[config.mk]
export PLATFORM = sky130hd
export DESIGN_NAME = irq_entry_ctrl
export DESIGN_NICKNAME = d
export VERILOG_FILES = /design/src/rtl/irqc_pkg.sv /design/src/rtl/irqc_prio_pick.sv /design/src/rtl/irqc_nest_stack.sv /design/src/rtl/irq_entry_ctrl.sv
export SDC_FILE = /design/constraint.sdc
export NUM_CORES = 1
export LEC_CHECK = 0
export BUFFER_PORTS_ARGS = -buffer_cell sky130_fd_sc_hd__clkbuf_2
export CAP_MARGIN = 20
export CORE_MARGIN = 2
export CORE_UTILIZATION = 40
export CTS_BUF_LIST = sky130_fd_sc_hd__clkbuf_16
export CTS_CLUSTER_DIAMETER = 50
export DETAILED_ROUTE_END_ITERATION = 6
export PLACE_DENSITY = 0.68
export SYNTH_ARGS = -nofsm -noshare
export SYNTH_HDL_FRONTEND = slang
export SYNTH_SLANG_ARGS = --single-unit
[constraint.sdc]
create_clock -name clk -period 2.28 [get_ports clk]
set_input_delay 0.456 -clock clk [delete_from_list [all_inputs] [get_ports clk]]
set_output_delay 0.456 -clock clk [all_outputs]
set_load 0.005 [all_outputs]
[src/rtl/irqc_pkg.sv]
package irqc_pkg;

    typedef enum logic [1:0] {
        ST_RUN     = 2'd0,
        ST_SAVE    = 2'd1,
        ST_VECT    = 2'd2,
        ST_RESTORE = 2'd3
    } irqc_state_e;

endpackage

[src/rtl/irqc_prio_pick.sv]
module irqc_prio_pick #(
    parameter int NUM_SRC = 4,
    parameter int LVL_W   = 3,
    parameter int IDX_W   = 2
) (
    input  logic [NUM_SRC-1:0] req,
    input  logic               en,
    input  logic [LVL_W-1:0]   limit,
    output logic               win_valid,
    output logic [IDX_W-1:0]   win_idx
);

    logic [NUM_SRC-1:0] elig;

    // A line is eligible only if it outranks the level being serviced.
    for (genvar g = 0; g < NUM_SRC; g++) begin : g_elig
        assign elig[g] = req[g] && (LVL_W'(g) < limit);
    end

    always_comb begin
        win_idx = '0;
        for (int i = NUM_SRC - 1; i >= 0; i--) begin
            if (elig[i]) begin
                win_idx = IDX_W'(i);
            end
        end
    end

    assign win_valid = en && (|elig);

endmodule

[src/rtl/irqc_nest_stack.sv]
module irqc_nest_stack #(
    parameter int DEPTH    = 2,
    parameter int LVL_W    = 3,
    parameter int NONE_LVL = 4
) (
    input  logic             clk,
    input  logic             rst_n,
    input  logic             push,
    input  logic             pop,
    input  logic [LVL_W-1:0] push_lvl,
    output logic [LVL_W-1:0] top_lvl,
    output logic             empty,
    output logic             full
);

    localparam int CNT_W = $clog2(DEPTH + 1);

    logic [CNT_W-1:0] cnt_q;
    logic [LVL_W-1:0] lvl_q [DEPTH];

    always_ff @(posedge clk or negedge rst_n) begin
        if (!rst_n) begin
            cnt_q <= '0;
        end else if (push && !pop) begin
            cnt_q <= cnt_q + CNT_W'(1);
        end else if (pop && !push) begin
            cnt_q <= cnt_q - CNT_W'(1);
        end
    end

    for (genvar g = 0; g < DEPTH; g++) begin : g_slot
        always_ff @(posedge clk or negedge rst_n) begin
            if (!rst_n) begin
                lvl_q[g] <= LVL_W'(NONE_LVL);
            end else if (push && cnt_q == CNT_W'(g)) begin
                lvl_q[g] <= push_lvl;
            end
        end
    end

    always_comb begin
        top_lvl = LVL_W'(NONE_LVL);
        for (int i = 0; i < DEPTH; i++) begin
            if (cnt_q == CNT_W'(i + 1)) begin
                top_lvl = lvl_q[i];
            end
        end
    end

    assign empty = (cnt_q == '0);
    assign full  = (cnt_q == CNT_W'(DEPTH));

    // the sequencer never pushes past the nesting depth
    p_no_overflow_r6: assert property (@(posedge clk) disable iff (!rst_n)
        push |-> !full);

    // a restore never pops an empty stack
    p_no_underflow_r7: assert property (@(posedge clk) disable iff (!rst_n)
        pop |-> !empty);

endmodule

[src/rtl/irq_entry_ctrl.sv]
module irq_entry_ctrl #(
    parameter int          NUM_SRC    = 4,
    parameter int          ADDR_W     = 16,
    parameter int unsigned VEC_BASE   = 'h100,
    parameter int unsigned VEC_STRIDE = 4,
    parameter int          NEST_DEPTH = 2
) (
    input  logic                       clk,
    input  logic                       rst_n,
    input  logic [NUM_SRC-1:0]         irq_req,
    input  logic                       glob_en,
    input  logic                       insn_done,
    input  logic                       ret_pulse,
    output logic                       ctx_save,
    output logic                       ctx_restore,
    output logic                       pc_load,
    output logic [ADDR_W-1:0]          vec_addr,
    output logic [NUM_SRC-1:0]         irq_ack,
    output logic                       in_service,
    output logic [$clog2(NUM_SRC+1)-1:0] active_lvl
);

    import irqc_pkg::*;

    localparam int LVL_W = $clog2(NUM_SRC + 1);
    localparam int IDX_W = (NUM_SRC > 1) ? $clog2(NUM_SRC) : 1;

    irqc_state_e      state_q, state_d;
    logic [IDX_W-1:0] sel_q;
    logic             win_valid;
    logic [IDX_W-1:0] win_idx;
    logic [LVL_W-1:0] top_lvl;
    logic             stk_empty, stk_full;
    logic             push, pop;

    irqc_prio_pick #(
        .NUM_SRC (NUM_SRC),
        .LVL_W   (LVL_W),
        .IDX_W   (IDX_W)
    ) u_pick (
        .req       (irq_req),
        .en        (glob_en && !stk_full),
        .limit     (top_lvl),
        .win_valid (win_valid),
        .win_idx   (win_idx)
    );

    irqc_nest_stack #(
        .DEPTH    (NEST_DEPTH),
        .LVL_W    (LVL_W),
        .NONE_LVL (NUM_SRC)
    ) u_stack (
        .clk      (clk),
        .rst_n    (rst_n),
        .push     (push),
        .pop      (pop),
        .push_lvl (LVL_W'(sel_q)),
        .top_lvl  (top_lvl),
        .empty    (stk_empty),
        .full     (stk_full)
    );

    // Next-state decision: return outranks a boundary in the same cycle.
    always_comb begin
        state_d = state_q;
        unique case (state_q)
            ST_RUN: begin
                if (ret_pulse && !stk_empty) begin
                    state_d = ST_RESTORE;
                end else if (insn_done && win_valid) begin
                    state_d = ST_SAVE;
                end
            end
            ST_SAVE:    state_d = ST_VECT;
            ST_VECT:    state_d = ST_RUN;
            ST_RESTORE: state_d = ST_RUN;
            default:    state_d = ST_RUN;
        endcase
    end

    // State register and captured winner.
    always_ff @(posedge clk or negedge rst_n) begin
        if (!rst_n) begin
            state_q <= ST_RUN;
            sel_q   <= '0;
        end else begin
            state_q <= state_d;
            if (state_q == ST_RUN && state_d == ST_SAVE) begin
                sel_q <= win_idx;
            end
        end
    end

    // Outputs decoded from the current state.
    always_comb begin
        ctx_save    = 1'b0;
        ctx_restore = 1'b0;
        pc_load     = 1'b0;
        irq_ack     = '0;
        vec_addr    = '0;
        push        = 1'b0;
        pop         = 1'b0;
        unique case (state_q)
            ST_RUN: ;
            ST_SAVE: ctx_save = 1'b1;
            ST_VECT: begin
                pc_load  = 1'b1;
                push     = 1'b1;
                irq_ack  = NUM_SRC'(1) << sel_q;
                vec_addr = ADDR_W'(VEC_BASE) + ADDR_W'(sel_q) * ADDR_W'(VEC_STRIDE);
            end
            ST_RESTORE: begin
                ctx_restore = 1'b1;
                pop         = 1'b1;
            end
            default: ;
        endcase
    end

    assign in_service = !stk_empty;
    assign active_lvl = top_lvl;

    // an entry starts only from an enabled boundary
    p_entry_at_boundary_r2: assert property (@(posedge clk) disable iff (!rst_n)
        ctx_save |-> $past(insn_done && glob_en));

    // the save strobe is always followed by the vector load
    p_save_then_vec_r2: assert property (@(posedge clk) disable iff (!rst_n)
        ctx_save |=> pc_load);

    // exactly one acknowledge with the vector, none otherwise
    p_ack_onehot_r3: assert property (@(posedge clk) disable iff (!rst_n)
        pc_load |-> ($countones(irq_ack) == 1));
    p_ack_quiet_r3: assert property (@(posedge clk) disable iff (!rst_n)
        !pc_load |-> (irq_ack == '0));

    // the winner is a line that is actually requesting
    p_winner_real_r4: assert property (@(posedge clk) disable iff (!rst_n)
        win_valid |-> ((irq_req & (NUM_SRC'(1) << win_idx)) != '0));

    // every entry raises the priority in service
    p_entry_raises_prio_r5: assert property (@(posedge clk) disable iff (!rst_n)
        pc_load |=> (active_lvl < $past(active_lvl)));

    // a restore happens only with a routine in service
    p_restore_in_service_r7: assert property (@(posedge clk) disable iff (!rst_n)
        ctx_restore |-> $past(in_service));

endmodule

==> qor.csv <==
stage,metric,value,unit
sta,min_period,2.14,ns
outcome,status,"complete, no violations",
synthesis,synth_common_cells,"buf_4 (14), dfrtp_1 (10), nand2_1 (7), nor2_1 (6), and2_1 (5)",
worst_setup_path,cp.required,2.40,ns
drt,met3_length,98,um
cts,cts.clk_slew.worst_paths,0.04,ns
floorplanning,initial_core_util,41.3,%
cts,cts_buffers,3,
min_path,hp-class,input pin to asynchronous set/reset pin,
sta,rsz0062_at_grt,no,
drt,wl,1560,um
synthesis,yosysMostFrequentCell,buf_4,
synthesis,synth_ff_type,dfrtp_1,
global_routing,antenna_found_initial,0,
pwr,irDropWorstVdd,0.659,mV
pwr,power.leakage,0.535,nW
global_routing,grt_usage,14.1,%
drt,dr.first_iter.drc_count,10,
sta,finalSetupTns,0,ns
floorplanning,die_y,51.4,um
cells_and_area,fill_cells,216,
cells_and_area,drive_above_1_share,36.8,%
cts,clockRootBuffer,clkbuf_16,
drt,final_antenna_net_count,0,
cts,postCtsHoldBufs,0,
synthesis,syn-cell-area,897,um^2
sta,fin_skew,0.00180,ns
drt,vias_per_cell,4.80,
cts,postCtsSetupBuffers,0,
synthesis,synth_area_leaders,"dfrtp_1 (28%), buf_4 (12%), dfstp_2 (5.9%)",
cells_and_area,final_nets,128,
synthesis,ys_seq_area_share,33.8,%
sta,maxSlewViolCount,0,
placement,post-dp-hpwl,1260,um
sta,setup_viol,0,
synthesis,ys_seq_elements,12,
floorplanning,ios,36,
cts,worstSkewPairLatency,0.24,ns
worst_setup_path,arrival,2.26,ns
floorplanning,die_area,2640,um^2
drt,wl_met1,661,um
drt,wl_met2,785,um
run,maxCapViolCount,0,
cts,ctsResizeCount,0,
worst_setup_path,cp-start-kind,flop,
global_routing,grt_pass1_wl,2770,um
synthesis,ys_types,40,
worst_setup_path,reg2reg_slack,0.14,ns
synthesis,synth_edf_count,0,
synthesis,yosys_warnings,0,
drt,dr.max_layer_used,met4,
worst_setup_path,endpoint_kind,flop,
cts,cts.sinks,12,
cells_and_area,multi_input_area,488,um^2
drt,vias,682,
cells_and_area,ff_latch_area,303,um^2
floorplanning,die_x,51.4,um
worst_setup_path,path_class,flop to flop,
floorplanning,core,2170,um^2
cts,cts_max_level,1,
cells_and_area,synthToLayoutAreaGrowth,16.0,%
synthesis,async_reset_ff_share,100,%
synthesis,synthCells,93,
drt,drcViolationCount,0,
placement,port_buffers,22,
synthesis,netlist.area_leader.share,27.9,%
cells_and_area,antenna_cells,0,
drt,wire_per_inst,11.0,um
cts,clockBufferDepth,2,
sta,finalCritPeriodShare,93.9,%
global_routing,grt_pass1_vias,631,
synthesis,postSynthAreaPerCell,9.65,um^2
sta,fin_hold_ws,0.101,ns
placement,place.gp.congestion,0.797,
worst_setup_path,crit_fanout,6,
floorplanning,rows,17,
pwr,power_density,1260,nW/um^2
drt,drtPass1Iterations,4,
sta,hold_viol,0,
global_routing,grt_max_degree,13,
cts,cts_tree,yes,
sta,fmax,0.467,GHz
synthesis,yosys.area.top_type,dfrtp_1,
global_routing,gr-total-overflow,0,
## layout by cell type, fill, tap and decap left out, drive strengths merged, types with 4 or more instances in the layout
master | synthesis | routed
and2 | 6 | 6
nand2 | 7 | 7
inv | 4 | 4
nor2 | 6 | 6
mux2 | 6 | 6
dfrtp | 10 | 10
clkbuf | 1 | 25
conb | 1 | 13
## report_power, final
group	switching, mW	internal [mW]
sequential	0.103	0.289
clock	0.0828	0.228
combinational	0.295	0.317
total	0.481	0.834
## per-layer routing
layer,up-vias,global-route usage (%)
met1,327,17.3
met5,-,0
li1,332,-
met2,21,23.2
met3,2,4.39
met4,0,5.26
## worst max-delay path: stages (launching register included)
cell     delay (ns)
dfrtp_1        0.39
inv_1          0.09
ha_1           0.25
or2b_2         0.37
o32a_2         0.22
a21o_2         0.23
o21ai_2        0.14
mux2_2         0.34
## cells by family after synthesis
family                   after synthesis  synth area share [%]
multiplexers                           6                  7.53
other                                  1                 0.418
XOR/XNOR                               2                  1.95
buffers and inverters                 22                  16.9
adder cells (fa/ha/maj)                3                  4.18
flip-flops                            12                  33.8
AND/OR/NAND/NOR                       35                  23.3
AO/OA/AOI/OAI                         12                  12.0
## final timing paths
path | cells after the start | start | endpoint
setup / recovery | 7 | u_stack.cnt_q[0]$_DFFE_PN0P_ | sel_q[0]$_DFFE_PN0P_
max in group asynchronous | 1 | rst_n | u_stack.lvl_q[5]$_DFFE_PN1P_
setup reg to reg | 7 | u_stack.cnt_q[0]$_DFFE_PN0P_ | sel_q[0]$_DFFE_PN0P_
min in group clk | 1 | u_stack.cnt_q[0]$_DFFE_PN0P_ | u_stack.cnt_q[0]$_DFFE_PN0P_
hold / removal | 1 | rst_n | u_stack.lvl_q[4]$_DFFE_PN0P_
hold reg to reg | 1 | u_stack.cnt_q[0]$_DFFE_PN0P_ | u_stack.cnt_q[0]$_DFFE_PN0P_
## area by class of cell
cell class / count / area share (%)
inverters: 4 / 1.44
repair buffers: 24 / 12.0
clock buffers: 3 / 7.21
well taps: 28 / 3.37
flip-flops and latches: 12 / 29.1
multi-input cells: 71 / 46.9
## state kept, by name, summed over array words and instances (netlist names)
name	count
state_q	2
sel_q	2
u_stack.lvl_q	6
u_stack.cnt_q	2
## through the flow
stage                     utilization, %  area [um^2]  worst slack (ns)  cells  power [mW]
after floorplan                        -          942             0.259    105       0.872
after global placement              44.5          966             0.190    139       0.990
after detailed placement            44.5          966             0.147    139        1.01
after CTS                           48.0         1040             0.134    142        1.33
after global routing                48.0         1040            0.0377    142        1.43
final                               48.0         1040             0.138    142        1.32
No activity file was read; power rests on OpenSTA's default activity.
